**src/rtl/mtcsr_pkg.sv**
```systemverilog
package mtcsr_pkg;
  localparam int XLEN = 32;

  localparam logic [11:0] A_MSTATUS  = 12'h300;
  localparam logic [11:0] A_MISA     = 12'h301;
  localparam logic [11:0] A_MIE      = 12'h304;
  localparam logic [11:0] A_MTVEC    = 12'h305;
  localparam logic [11:0] A_MSCRATCH = 12'h340;
  localparam logic [11:0] A_MEPC     = 12'h341;
  localparam logic [11:0] A_MCAUSE   = 12'h342;
  localparam logic [11:0] A_MTVAL    = 12'h343;
  localparam logic [11:0] A_MIP      = 12'h344;
  localparam logic [11:0] A_CYCLE    = 12'hC00;
  localparam logic [11:0] A_VENDOR   = 12'hF11;

  localparam logic [XLEN-1:0] ISA_WORD    = 32'h4040_1101;
  localparam logic [XLEN-1:0] VENDOR_WORD = 32'hFF0F_F0FF;

  localparam int IE_BIT   = 3;
  localparam int PIE_BIT  = 7;
  localparam int PP_LO    = 11;
  localparam int PP_HI    = 12;

  localparam logic [1:0] PRIV_USER    = 2'b00;
  localparam logic [1:0] PRIV_MACHINE = 2'b11;

  typedef enum logic [1:0] {
    OPK_NONE  = 2'b00,
    OPK_WRITE = 2'b01,
    OPK_SET   = 2'b10,
    OPK_CLEAR = 2'b11
  } op_kind_e;

  localparam logic [11:0] SYS_ENV_CALL = 12'h000;
  localparam logic [11:0] SYS_BREAK    = 12'h001;

  localparam logic [4:0] CAUSE_ILLEGAL = 5'd2;
  localparam logic [4:0] CAUSE_BREAK   = 5'd3;
  localparam logic [4:0] CAUSE_ECALL_U = 5'd8;
  localparam logic [4:0] CAUSE_ECALL_M = 5'd11;
endpackage

```
**src/rtl/mtcsr_wdata.sv**
```systemverilog
module mtcsr_wdata
  import mtcsr_pkg::*;
#(
  parameter int W      = 32,
  parameter int UIMM_W = 5
) (
  input  logic [2:0]        op_i,
  input  logic [W-1:0]      old_i,
  input  logic [W-1:0]      rs1_i,
  input  logic [UIMM_W-1:0] uimm_i,
  output logic [W-1:0]      wdata_o,
  output logic              illegal_o
);
  logic [W-1:0] src;
  op_kind_e     kind;

  assign src  = op_i[2] ? W'(uimm_i) : rs1_i;
  assign kind = op_kind_e'(op_i[1:0]);

  always_comb begin
    illegal_o = 1'b0;
    unique case (kind)
      OPK_WRITE: wdata_o = src;
      OPK_SET:   wdata_o = old_i | src;
      OPK_CLEAR: wdata_o = old_i & ~src;
      default: begin
        wdata_o   = old_i;
        illegal_o = 1'b1;
      end
    endcase
  end
endmodule

```
**src/rtl/mtcsr_trap_ctl.sv**
```systemverilog
module mtcsr_trap_ctl
  import mtcsr_pkg::*;
#(
  parameter int W       = 32,
  parameter int CAUSE_W = 5
) (
  input  logic [W-1:0]       mstatus_i,
  input  logic [1:0]         priv_i,
  input  logic               irq_i,
  input  logic [CAUSE_W-1:0] cause_i,
  input  logic [W-1:0]       addr_i,
  input  logic [W-1:0]       pc_i,
  output logic [W-1:0]       trap_mstatus_o,
  output logic [W-1:0]       trap_mcause_o,
  output logic [W-1:0]       trap_mtval_o,
  output logic [W-1:0]       ret_mstatus_o,
  output logic [1:0]         ret_priv_o
);
  localparam int PAD_W = W - 1 - CAUSE_W;

  logic data_fault;
  assign data_fault = (cause_i >= CAUSE_W'(5)) && (cause_i <= CAUSE_W'(7));

  always_comb begin
    trap_mstatus_o                 = '0;
    trap_mstatus_o[PIE_BIT]        = mstatus_i[IE_BIT];
    trap_mstatus_o[PP_HI:PP_LO]    = priv_i;
    trap_mcause_o                  = {irq_i, {PAD_W{1'b0}}, cause_i};
    if (irq_i)           trap_mtval_o = '0;
    else if (data_fault) trap_mtval_o = addr_i;
    else                 trap_mtval_o = pc_i;
  end

  always_comb begin
    ret_mstatus_o          = '0;
    ret_mstatus_o[IE_BIT]  = mstatus_i[PIE_BIT];
    ret_mstatus_o[PIE_BIT] = 1'b1;
    ret_priv_o             = mstatus_i[PP_HI:PP_LO];
  end
endmodule

```
**src/rtl/mtcsr_cycle_ctr.sv**
```systemverilog
module mtcsr_cycle_ctr #(
  parameter int CNT_W = 64,
  parameter int OUT_W = 32
) (
  input  logic             clk_i,
  input  logic             rst_ni,
  output logic [OUT_W-1:0] low_o
);
  logic [CNT_W-1:0] cnt_q;

  always_ff @(posedge clk_i or negedge rst_ni) begin
    if (!rst_ni) cnt_q <= '0;
    else         cnt_q <= cnt_q + CNT_W'(1);
  end

  assign low_o = cnt_q[OUT_W-1:0];

  a_r13_cycle_step: assert property (@(posedge clk_i) disable iff (!rst_ni)
    1'b1 |=> cnt_q == $past(cnt_q) + CNT_W'(1));
endmodule

```
**src/rtl/mtcsr_unit.sv**
```systemverilog
module mtcsr_unit
  import mtcsr_pkg::*;
#(
  parameter int CAUSE_W = 5,
  parameter int UIMM_W  = 5,
  parameter int CYC_W   = 64
) (
  input  logic                clk_i,
  input  logic                rst_ni,
  input  logic                csr_req_i,
  input  logic [11:0]         csr_addr_i,
  input  logic [2:0]          csr_op_i,
  input  logic [XLEN-1:0]     csr_rs1_i,
  input  logic [UIMM_W-1:0]   csr_uimm_i,
  output logic [XLEN-1:0]     csr_rdata_o,
  output logic                rd_en_o,
  input  logic                trap_req_i,
  input  logic                trap_irq_i,
  input  logic [CAUSE_W-1:0]  trap_cause_i,
  input  logic [XLEN-1:0]     trap_addr_i,
  input  logic                sys_req_i,
  input  logic [11:0]         sys_code_i,
  input  logic                mret_i,
  input  logic [XLEN-1:0]     pc_i,
  output logic                redirect_o,
  output logic [XLEN-1:0]     redirect_pc_o,
  output logic [1:0]          priv_o
);
  logic [XLEN-1:0] mstatus_q, mie_q, mtvec_q, mscratch_q;
  logic [XLEN-1:0] mepc_q, mcause_q, mtval_q, mip_q;
  logic [1:0]      priv_q;
  logic [XLEN-1:0] cycle_lo;

  logic [XLEN-1:0] old_val, wdata;
  logic            op_illegal;

  // read mux
  always_comb begin
    unique case (csr_addr_i)
      A_MSTATUS:  old_val = mstatus_q;
      A_MISA:     old_val = ISA_WORD;
      A_MIE:      old_val = mie_q;
      A_MTVEC:    old_val = mtvec_q;
      A_MSCRATCH: old_val = mscratch_q;
      A_MEPC:     old_val = mepc_q;
      A_MCAUSE:   old_val = mcause_q;
      A_MTVAL:    old_val = mtval_q;
      A_MIP:      old_val = mip_q;
      A_CYCLE:    old_val = cycle_lo;
      A_VENDOR:   old_val = VENDOR_WORD;
      default:    old_val = '0;
    endcase
  end
  assign csr_rdata_o = old_val;

  mtcsr_wdata #(.W(XLEN), .UIMM_W(UIMM_W)) u_wdata (
    .op_i      (csr_op_i),
    .old_i     (old_val),
    .rs1_i     (csr_rs1_i),
    .uimm_i    (csr_uimm_i),
    .wdata_o   (wdata),
    .illegal_o (op_illegal)
  );

  // trap source priority: external request, SYSTEM, illegal CSR op
  logic               take_trap, ret_taken, csr_we;
  logic               exc_irq;
  logic [CAUSE_W-1:0] exc_cause, sys_cause;
  logic [XLEN-1:0]    exc_addr;

  always_comb begin
    if (sys_code_i == SYS_ENV_CALL)
      sys_cause = (priv_q == PRIV_MACHINE) ? CAUSE_W'(CAUSE_ECALL_M) : CAUSE_W'(CAUSE_ECALL_U);
    else if (sys_code_i == SYS_BREAK)
      sys_cause = CAUSE_W'(CAUSE_BREAK);
    else
      sys_cause = CAUSE_W'(CAUSE_ILLEGAL);
  end

  always_comb begin
    exc_irq   = 1'b0;
    exc_addr  = '0;
    exc_cause = CAUSE_W'(CAUSE_ILLEGAL);
    if (trap_req_i) begin
      exc_irq   = trap_irq_i;
      exc_cause = trap_cause_i;
      exc_addr  = trap_addr_i;
    end else if (sys_req_i) begin
      exc_cause = sys_cause;
    end
  end

  assign take_trap = trap_req_i | sys_req_i | (csr_req_i & op_illegal);
  assign ret_taken = mret_i & ~take_trap;
  assign csr_we    = csr_req_i & ~take_trap & ~mret_i;
  assign rd_en_o   = csr_req_i & ~take_trap;

  logic [XLEN-1:0] trap_mstatus, trap_mcause, trap_mtval, ret_mstatus;
  logic [1:0]      ret_priv;

  mtcsr_trap_ctl #(.W(XLEN), .CAUSE_W(CAUSE_W)) u_trap_ctl (
    .mstatus_i      (mstatus_q),
    .priv_i         (priv_q),
    .irq_i          (exc_irq),
    .cause_i        (exc_cause),
    .addr_i         (exc_addr),
    .pc_i           (pc_i),
    .trap_mstatus_o (trap_mstatus),
    .trap_mcause_o  (trap_mcause),
    .trap_mtval_o   (trap_mtval),
    .ret_mstatus_o  (ret_mstatus),
    .ret_priv_o     (ret_priv)
  );

  mtcsr_cycle_ctr #(.CNT_W(CYC_W), .OUT_W(XLEN)) u_cycle (
    .clk_i  (clk_i),
    .rst_ni (rst_ni),
    .low_o  (cycle_lo)
  );

  always_ff @(posedge clk_i or negedge rst_ni) begin
    if (!rst_ni) begin
      mstatus_q  <= '0;
      mie_q      <= '0;
      mtvec_q    <= '0;
      mscratch_q <= '0;
      mepc_q     <= '0;
      mcause_q   <= '0;
      mtval_q    <= '0;
      mip_q      <= '0;
      priv_q     <= PRIV_MACHINE;
    end else if (take_trap) begin
      mstatus_q <= trap_mstatus;
      mcause_q  <= trap_mcause;
      mtval_q   <= trap_mtval;
      mepc_q    <= pc_i;
      priv_q    <= PRIV_MACHINE;
    end else if (ret_taken) begin
      mstatus_q <= ret_mstatus;
      priv_q    <= ret_priv;
    end else if (csr_we) begin
      unique case (csr_addr_i)
        A_MSTATUS:  mstatus_q  <= wdata;
        A_MIE:      mie_q      <= wdata;
        A_MTVEC:    mtvec_q    <= wdata;
        A_MSCRATCH: mscratch_q <= wdata;
        A_MEPC:     mepc_q     <= wdata;
        A_MCAUSE:   mcause_q   <= wdata;
        A_MTVAL:    mtval_q    <= wdata;
        A_MIP:      mip_q      <= wdata;
        default: ;
      endcase
    end
  end

  assign redirect_o    = take_trap | ret_taken;
  assign redirect_pc_o = take_trap ? mtvec_q : mepc_q;
  assign priv_o        = priv_q;

  a_r7_priv_machine: assert property (@(posedge clk_i) disable iff (!rst_ni)
    take_trap |=> priv_o == PRIV_MACHINE);
  a_r7_status_save: assert property (@(posedge clk_i) disable iff (!rst_ni)
    take_trap |=> !mstatus_q[IE_BIT] && mstatus_q[PIE_BIT] == $past(mstatus_q[IE_BIT])
                  && mstatus_q[PP_HI:PP_LO] == $past(priv_q));
  a_r10_ret_restore: assert property (@(posedge clk_i) disable iff (!rst_ni)
    ret_taken |=> mstatus_q[PIE_BIT] && mstatus_q[PP_HI:PP_LO] == 2'b00
                  && priv_o == $past(mstatus_q[PP_HI:PP_LO]));
  a_r6_illegal_cause: assert property (@(posedge clk_i) disable iff (!rst_ni)
    csr_req_i && csr_op_i[1:0] == 2'b00 && !trap_req_i && !sys_req_i
      |=> mcause_q == XLEN'(CAUSE_ILLEGAL));
  a_r12_no_rd_on_trap: assert property (@(posedge clk_i) disable iff (!rst_ni)
    (trap_req_i || sys_req_i) |-> !rd_en_o);
  a_r3_const_reads: assert property (@(posedge clk_i) disable iff (!rst_ni)
    csr_addr_i == A_MISA |-> csr_rdata_o == ISA_WORD);
endmodule

```
**config.mk**
```make
export PLATFORM = sky130hd
export DESIGN_NAME = mtcsr_unit
export DESIGN_NICKNAME = d
export VERILOG_FILES = /design/src/rtl/mtcsr_pkg.sv /design/src/rtl/mtcsr_wdata.sv /design/src/rtl/mtcsr_trap_ctl.sv /design/src/rtl/mtcsr_cycle_ctr.sv /design/src/rtl/mtcsr_unit.sv
export SDC_FILE = /design/constraint.sdc
export NUM_CORES = 1
export LEC_CHECK = 0
export BUFFER_PORTS_ARGS = -buffer_cell sky130_fd_sc_hd__buf_4
export CORE_MARGIN = 1
export CORE_UTILIZATION = 38
export CTS_CLUSTER_SIZE = 20
export DETAILED_ROUTE_END_ITERATION = 8
export SYNTH_ARGS = -nofsm -noshare
export SYNTH_HDL_FRONTEND = slang
export SYNTH_SLANG_ARGS = --single-unit
```
**constraint.sdc**
```tcl
create_clock -name clk_i -period 5.9 [get_ports clk_i]
set_input_delay 1.77 -clock clk_i [delete_from_list [all_inputs] [get_ports clk_i]]
set_output_delay 1.77 -clock clk_i [all_outputs]
set_load 0.01 [all_outputs]
```
; Word level (Yosys, flattened, before mapping)
; Index checks and enable logic that the tools add are counted.
[word_totals]
ff_bits = 322
in_bits = 140
output_inout_bits = 68
wordCells = 93
[classes]
addsub = 1
magnitude_cmp = 2
n_eq_ne = 17
n_mux = 32
bitwise = 13
reduce_logical = 18
[ops]
columns = operator, n
row1 = 32-bit 2-to-1 mux, 21
row2 = 32-bit case mux with 11 select lines, 1
row3 = 12-bit by 10-bit equality test with 1-bit output (second input constant), 9
row4 = 32-bit case mux with 3 select lines, 1
row5 = 64-bit by 1-bit adder with 64-bit output (second input constant), 1
row6 = 32-bit AND, 1
row7 = 32-bit inverter, 1
row8 = 32-bit bitwise OR, 1
row9 = 12-bit equality test (second input constant), 2
row10 = 4-bit AND reduction, 4
row11 = 12-bit by 1-bit equality test with 1-bit output (second input constant), 1
row12 = 12-bit logical NOT, 1
row13 = 5-bit 2-to-1 mux, 2
row14 = 2-bit nonzero test, 5
row15 = 3-bit AND reduction, 3
row16 = 2-bit equality test (second input constant), 3
row17 = 2-bit 2-to-1 mux, 3
row18 = 3-bit nonzero test, 2
row19 = 5-bit by 3-bit greater-or-equal comparator with 1-bit output (second input constant), 1
row20 = 5-bit by 3-bit <= comparator with 1-bit output (second input constant), 1
row21 = 1-bit AND, 4
row22 = 4-bit 2-to-1 mux, 1
row23 = 1-bit 2-to-1 mux, 3
row24 = 1-bit inverter, 3
row25 = other kinds (6), 8

; Longest topological paths before layout
; Gate-level depths: netlist of the first run.
[logic_depth]
ltp_word = 11
depth_mapped = 10
depth_no_buf = 7

; Hierarchy
; From an unflattened synthesis of the first run, not the netlist that was laid out.
[unflattened]
hier_cells = 1913
hier_area_um2 = 17952.2
[modules_own_cells]
columns = module, n_inst, cells_each, area_each_um2, seq_area_each_um2
row1 = mtcsr_unit, 1, 1439, 14043.5, 6458.7
row2 = mtcsr_trap_ctl, 1, 208, 1551.5, 0.0
row3 = mtcsr_cycle_ctr, 1, 121, 1417.6, 800.8
row4 = mtcsr_wdata, 1, 145, 939.7, 0.0

; Worst setup path before layout of the first run
; Ideal clock, no wire load.
[synth_path]
path_type = in2out
startpoint = input csr_addr_i[0]
endpoint = output csr_rdata_o[12]
t_arrival_ns = 3.630
required_ns = 4.130
path_slack_ns = 0.500
cell_stages = 9
path_buffers = 4
cell_sequence = buf_2 -> buf_2 -> buf_1 -> clkbuf_1 -> mux2_2 -> nand2_1 -> o21ai_0 -> a31oi_1 -> o2111ai_1
[synth_via]
elab_chain_len = 2
[synth_lines]
columns = item, line_no
row1 = from (decl), mtcsr_unit.sv:11  ; input logic [11:0] csr_addr_i,
row2 = 12-bit equality test or 12-bit by 10-bit equality test with 1-bit output (tied branches), mtcsr_unit.sv:39  ; unique case (csr_addr_i)
row3 = 32-bit case mux with 11 select lines (*), mtcsr_unit.sv:39
row4 = to (decl), mtcsr_unit.sv:15  ; output logic [XLEN-1:0] csr_rdata_o,
; Every way passes the cells marked *; elsewhere a longest branch is shown, timed or not.

; Final worst setup path of the first run
[layout_path]
startpoint = input csr_addr_i[1]
endpoint = output csr_rdata_o[28]
; Same word-level chain as after synthesis.

==> results of run 1 <==
==> worst register-to-register path, delay by kind of cell, from the launching register on <==
family           cells  cell delay (ns)
XOR/XNOR             1             0.18
flip-flops           1             0.46
AND/OR/NAND/NOR      6             1.75
==> sequential cells by signal, summed over array words and instances (netlist names) <==
register	flops
mscratch_q	32
u_cycle.cnt_q	32
mtval_q	32
mie_q	32
mcause_q	32
priv_o	2
mtvec_q	32
mip_q	32
mepc_q	32
mstatus_q	32
==> final timing paths <==
| path | cells past startpoint | slack (ns) | from | end |
|---|---|---|---|---|
| setup / recovery | 8 | 0.21 | csr_addr_i[1] | csr_rdata_o[28] |
| hold / removal | 2 | 0.47 | mscratch_q[28] | mscratch_q[28] |
| setup reg to reg | 7 | 3.41 | u_cycle.cnt_q[3] | u_cycle.cnt_q[31] |
| hold reg to reg | 2 | 0.47 | mscratch_q[28] | mscratch_q[28] |
| max in group asynchronous | 2 | 3.52 | rst_ni | mtvec_q[0] |
| min in group asynchronous | 1 | 1.23 | rst_ni | mepc_q[16] |
==> kinds of logic after synthesis <==
kind of cell    after synthesis
compound gates              568
xor+xnor                     29
fa+ha+maj                     1
buf+inv                     144
flops                       290
mux                          63
simple gates                682
==> layout make-up <==
cell class	instances	area (um^2)
multi-input combinational	1343	7630
sequential	290	7260
inverter	16	60.1
timing repair buffer	285	2270
clock inverter	4	22.5
tap	525	657
fill	3902	20800
clock buffer	57	1100
==> routing by layer <==
metal | up-vias | GRT usage [%] | part of all wire [%]
met5 | - | 0 | 0
met4 | 0 | 9.59 | 3.1
met3 | 103 | 5.50 | 8.6
met2 | 711 | 45.4 | 44
met1 | 7332 | 43.5 | 45
li1 | 6779 | - | -
==> power breakdown <==
| part | switching (mW) | leakage [nW] | internal (mW) |
|---|---|---|---|
| Clock | 0.835 | 0.552 | 1.27 |
| Sequential | 0.0382 | 3.89 | 2.04 |
| Combinational | 0.314 | 4.04 | 0.183 |
==> layout by cell type, fill, tap and decap left out, types with 6 or more instances in the layout <==
cell type | synthesis | routed
dfrtp_1 | 288 | 288
a221oi_1 | 13 | 13
and2_1 | 9 | 9
and4_1 | 9 | 9
xor2_1 | 8 | 8
nor2b_1 | 24 | 24
clkbuf_1 | 93 | 10
or4_1 | 6 | 6
clkbuf_16 | 0 | 37
nand4_1 | 26 | 26
nand2_1 | 397 | 395
o21ai_1 | 24 | 24
a31oi_1 | 17 | 16
o21ai_0 | 218 | 218
o221ai_1 | 18 | 18
buf_12 | 0 | 10
a21oi_1 | 139 | 139
clkbuf_8 | 0 | 10
nor2_1 | 52 | 51
nand2b_1 | 10 | 10
nor3_1 | 14 | 12
nor4_1 | 12 | 11
a22oi_1 | 64 | 64
mux2_2 | 39 | 39
a211o_1 | 16 | 15
and3_1 | 11 | 11
nand3_1 | 71 | 70
a32oi_1 | 7 | 7
xnor2_1 | 21 | 21
mux2i_1 | 24 | 24
or3_1 | 12 | 12
a21o_1 | 15 | 15
buf_4 | 4 | 274
inv_1 | 14 | 14
==> Yosys cell counts (3+ instances only) <==
cell type    n  share of area [%]
xnor2_1     21                1.2
nand2b_1    10               0.41
nand3_1     71                2.3
nor2_1      52                1.3
buf_1       10               0.24
o221ai_1    18                1.0
nor3_1      14               0.46
a21oi_1    139                4.5
a31oi_1     17               0.69
nor4_1      12               0.49
or3_1       12               0.49
nor4_2       3               0.24
o21ai_1     24               0.78
clkbuf_1    93                2.3
a2111oi_0    5               0.28
nand2_1    397                9.7
inv_1       14               0.34
a32oi_1      7               0.40
nor2b_1     24               0.98
and2_1       9               0.37
mux2_2      39                2.9
a22oi_1     64                3.1
nand4_1     26                1.1
o211ai_1     4               0.20
buf_2       21               0.68
o21ai_0    218                7.1
xor2_1       8               0.46
a221oi_1    13               0.74
a21o_1      15               0.73
or4_1        6               0.29
nor4b_1      4               0.23
or4b_1       3               0.20
a211o_1     16               0.91
and3_1      11               0.45
a22o_1       4               0.23
a222oi_1     4               0.26
dfrtp_1    288                 47
buf_4        4               0.20
and4_1       9               0.51
o2111ai_1    3               0.17
mux2i_1     24                1.6
==> metrics.md, run 1 <==
| Metric | Value |
|---|---|
| Num rows | `73` |
| First-pass GRT wire length | `93200 um` |
| Io pins | `208` |
| Relative slew margins | `27.2%` |
| Mean area per synthesized cell | `8.65 um^2` |
| Worst hold-check path type | `register to register` |
| Synthesized area | `15400 um^2` |
| Mux contribution to synthesized area | `4.42%` |
| Core ar. | `39800 um^2` |
| Post-CTS Hold Fix Bufs | `0` |
| Share of cells above drive strength 1 | `20.1%` |
| Period utilization | `96.4%` |
| Vias in the first global route | `14600` |
| Peak VDD IR | `0.153 mV` |
| H-Tree Depth | `2` |
| Max incr delay on CP | `0.71 ns` |
| Max_cap viols | `0` |
| Critical path required time | `4.13 ns` |
| Main combinational cell family by area after synthesis | `compound AO/OA/AOI/OAI gates` |
| Initial antenna violation count | `1` |
| CTS resizes | `0` |
| Clock latency on the worst-skew pair | `0.52 ns` |
| Leakage | `8.48 nW` |
| Drt initial violations | `1438` |
| Cts bufs inserted | `34` |
| CTS Root Buffer Type | `clkbuf_16` |
| Adder-cell area share of the yosys netlist | `0.0814%` |
| Fin crit period | `5.69 ns` |
| FFs w/ async S/R, synth | `100%` |
| DRC violations left | `0` |
| Initial Utilization | `38.6%` |
| Synth Area in Compound Gates | `22.1%` |
| EDFF count, synth | `0` |
| Crit-path cells | `buf_4 -> or4_1 -> nor4_4 -> buf_4 -> a22oi_1 -> and4_1 -> inv_1 -> buf_4` |
| Num Clock Sinks | `290` |
| Syn Nets | `1918` |
| Slowest CP cell | `or4_1` |
| Max Root-Sink Buffers | `3` |
| Cell Area, Placed | `17900 um^2` |
| Post-synthesis sequential area ratio | `47.2%` |
| Simple-gate portion of the synthesized area | `20.7%` |
| Synth Register Bits | `290` |
| Port buffer count | `207` |
| Drt first pass iters | `5` |
| Die width | `203 um` |
| Final std cells w/o fill | `2520` |
| Top FF cell, synth | `dfrtp_1` |
| Antenna Cells | `0` |
| Pwr Total | `4.67 mW` |
| Yosys cell types | `70` |
| Post-place setup slack | `0.274 ns` |
| Reg clk slew, reported paths | `0.06 ns` |
| Area growth syn-to-layout | `23.6%` |
| Crit-path leading delay family | `simple AND/OR/NAND/NOR gates` |
| Yosys warnings | `0` |
| Fin. Hold Viols | `0` |
| GRT Util Overall | `30.1%` |
| Detailed Place HPWL | `42900 um` |
| Setup TNS | `0 ns` |
| Grt ovf | `0` |
| Data arrival, critical path | `3.92 ns` |
| Cell repeated most along the worst path | `buf_4` |
| CP Buf/Inv Count | `4` |
| RSZ-0062 raised after global routing | `no` |
| Die height | `203 um` |
| Peak fanout along the critical path | `17` |
| Synth Instances | `1777` |
| Worst setup EP type | `output pin` |
| Area share of xor/xnor cells in the synthesized design | `1.65%` |
| Final Util | `47.7%` |
| Setup bufs post-CTS | `0` |
| GPL Wtd Cong | `0.901` |
| Vias per Instance | `5.92` |
| Placed instance count | `2459` |
| Power density cells | `246 nW/um^2` |
| Setup violators final | `0` |
| Final Skew | `0.0299 ns` |
| Via count | `14900` |
| Largest net degree at the start of global routing | `83` |
| Drt total wl | `62200 um` |
| Highest Clock Rate | `0.176 GHz` |
| Setup Crit Path Kind | `input port to output pin` |
| Run status | `finished clean` |
| Crit start category | `input port` |
| Final Cell Area | `19000 um^2` |
| Die Footprint | `41300 um^2` |
| Worst-Margin Slew | `1.09 ns` |
| Final hold slack | `0.474 ns` |
| CTS tree | `built` |
| Wire per inst | `24.7 um` |
| Nets | `2111` |
| Final Max Slew Viols | `0` |
| Setup ws final | `0.213 ns` |
| Final ANT Viol Nets | `0` |
Note: power is estimated with default switching activity, not from simulation.
==> inputs of run 2 (changes only) <==
==> constraint.sdc (replaced) <==
create_clock -name clk_i -period 5.9 [get_ports clk_i]
set_input_delay 1.77 -clock clk_i [delete_from_list [all_inputs] [get_ports clk_i]]
set_output_delay 1.77 -clock clk_i [all_outputs]
set_load 0.05 [all_outputs]
==> run 2 against run 1 <==
  * Utilization increased by 0.11 points
  * Power increased by 1.5%
  * Clock-buffer cell count fell by 3
  * Clock skew fell by 0.0021 ns
  * Die area is the same
  * Critical path type unchanged
  * Highest routed layer unchanged
  * Largest cell class unchanged
  * Non-clock buffer count down 2
  * Wire length down 1.1%
  * Largest power group unchanged
  * Critical endpoint unchanged
  * Critical path depth did not move
==> metrics.md, run 2 (synthesized netlist as in run 1, its figures left out) <==
| Metric | Value |
|---|---|
| Run status | `finished clean` |
| Die width | `203 um` |
| Crit start category | `input port` |
| Period utilization | `97.3%` |
| Setup TNS | `0 ns` |
| Vias in the first global route | `14400` |
| Initial antenna violation count | `0` |
| Final Util | `47.8%` |
| Worst hold-check path type | `register to register` |
| Logic gate share of total power | `11.2%` |
| Gr busiest metal | `met2` |
| Share of cells above drive strength 1 | `20.1%` |
| Worst R2R Path Depth | `7` |
| Final std cells w/o fill | `2519` |
| Worst setup EP type | `output pin` |
| Placed instance count | `2457` |
| GR Layer Usage met2 | `45.3%` |
| CTS resizes | `0` |
| Clock latency on the worst-skew pair | `0.53 ns` |
| Commonest cells after routing, fill and taps aside | `nand2_1, dfrtp_1, buf_4, o21ai_0, a21oi_1` |
| Core ar. | `39800 um^2` |
| Drt first pass iters | `5` |
| DRC violations left | `0` |
| Switch share | `26.5%` |
| Peak VDD IR | `0.207 mV` |
| Detailed Place HPWL | `42700 um` |
| Post-CTS Hold Fix Bufs | `0` |
| Max Root-Sink Buffers | `3` |
| NetSw | `1.26 mW` |
| Nets | `2109` |
| GRT Util Overall | `29.9%` |
| CTS Root Buffer Type | `clkbuf_16` |
| Via count | `14800` |
| Final Max Slew Viols | `0` |
| Drt total wl | `61500 um` |
| H-Tree Depth | `2` |
| Relative slew margins | `27.2%` |
| Clock Power Share | `45.2%` |
| Setup Crit Path Kind | `input port to output pin` |
| Worst-Margin Slew | `1.09 ns` |
| Setup bufs post-CTS | `0` |
| Vias per Instance | `5.89` |
| Min-Delay Path Depth | `2` |
| Num rows | `73` |
| Critical path required time | `4.13 ns` |
| Drt initial violations | `1562` |
| Die height | `203 um` |
| GPL Wtd Cong | `0.953` |
| Setup violators final | `0` |
| Commonest non-fill, non-tap cell in the layout | `nand2_1` |
| Final ANT Viol Nets | `0` |
| Num Clock Sinks | `290` |
| Wire per inst | `24.4 um` |
| Grt ovf | `0` |
| Met1 global-route usage | `43.1%` |
| Peak fanout along the critical path | `16` |
| Largest net degree at the start of global routing | `113` |
| Io pins | `208` |
| Max_cap viols | `0` |
| Power density cells | `249 nW/um^2` |
| Cts bufs inserted | `34` |
| Fin crit period | `5.74 ns` |
| Antenna Cells | `0` |
| First-pass GRT wire length | `92400 um` |
| Cell Int Power | `3.49 mW` |
| CTS tree | `built` |
| Seq pwr share | `43.7%` |
| Fin. Hold Viols | `0` |
| Area growth syn-to-layout | `23.9%` |
| Met3 Track Usage GR | `6.30%` |
| Final Skew | `0.0278 ns` |
| Reg clk slew, reported paths | `0.06 ns` |
| Data arrival, critical path | `3.97 ns` |
| RSZ-0062 raised after global routing | `no` |
| Leakage | `8.49 nW` |
| Initial Utilization | `38.6%` |
| Port buffer count | `207` |
| Highest Clock Rate | `0.174 GHz` |
| Die Footprint | `41300 um^2` |
==> run 2: power by group through the flow <==
| stage | Clock (mW) | Sequential (mW) | Combinational (mW) |
|---|---|---|---|
| detailed placement | 0 | 2.11 | 0.524 |
| global placement | 0 | 2.11 | 0.521 |
| CTS | 2.17 | 2.07 | 0.526 |
| global route | 2.25 | 2.07 | 0.573 |
| floorplan | 0 | 2.09 | 0.259 |
| finish | 2.14 | 2.07 | 0.530 |
==> run 2: final timing paths <==
check / from / end / slack [ns]
max reg2reg: mie_q[2] / mie_q[2] / 3.37
max: csr_addr_i[1] / csr_rdata_o[28] / 0.16
min in group asynchronous: rst_ni / mtvec_q[16] / 1.21
min: mcause_q[16] / mcause_q[16] / 0.48
min reg2reg: mcause_q[16] / mcause_q[16] / 0.48
max in group asynchronous: rst_ni / mcause_q[29] / 3.51
==> run 2: cell type report <==
| type | instances | area, um^2 |
|---|---|---|
| Inverter | 16 | 60.1 |
| Tap cell | 525 | 657 |
| Timing Repair Buffer | 283 | 2310 |
| Clock buffer | 54 | 1050 |
| Multi-Input combinational cell | 1343 | 7620 |
| Sequential cell | 290 | 7260 |
| Fill cell | 3925 | 20800 |
| Clock inverter | 8 | 92.6 |
==> run 2: metal layers <==
metal	wire length, um	part of all wire [%]	up-vias
li1	-	-	6780
met1	27200	44	7237
met2	27000	44	710
met4	1710	2.8	0
met3	5590	9.1	112
met5	0	0	-
==> run 2: critical path, cell delays in order <==
cell	delay, ns
buf_4	0.17
or4_1	0.71
nor4_4	0.39
buf_4	0.32
a22oi_1	0.13
and4_1	0.19
inv_1	0.09
buf_4	0.20
==> run 2: per-stage QoR <==
stage / cell area (um^2) / hold WS [ns] / setup slack (ns) / power (mW)
2_1_floorplan: 15400 / 0.442 / 0.140 / 2.35
3_5_place_dp: 17900 / 0.466 / 0.178 / 2.63
5_1_grt: 19000 / 0.493 / 0.0687 / 4.90
4_1_cts: 19000 / 0.480 / 0.166 / 4.76
6_report: 19000 / 0.476 / 0.161 / 4.75
3_3_place_gp: 17900 / 0.456 / 0.178 / 2.63
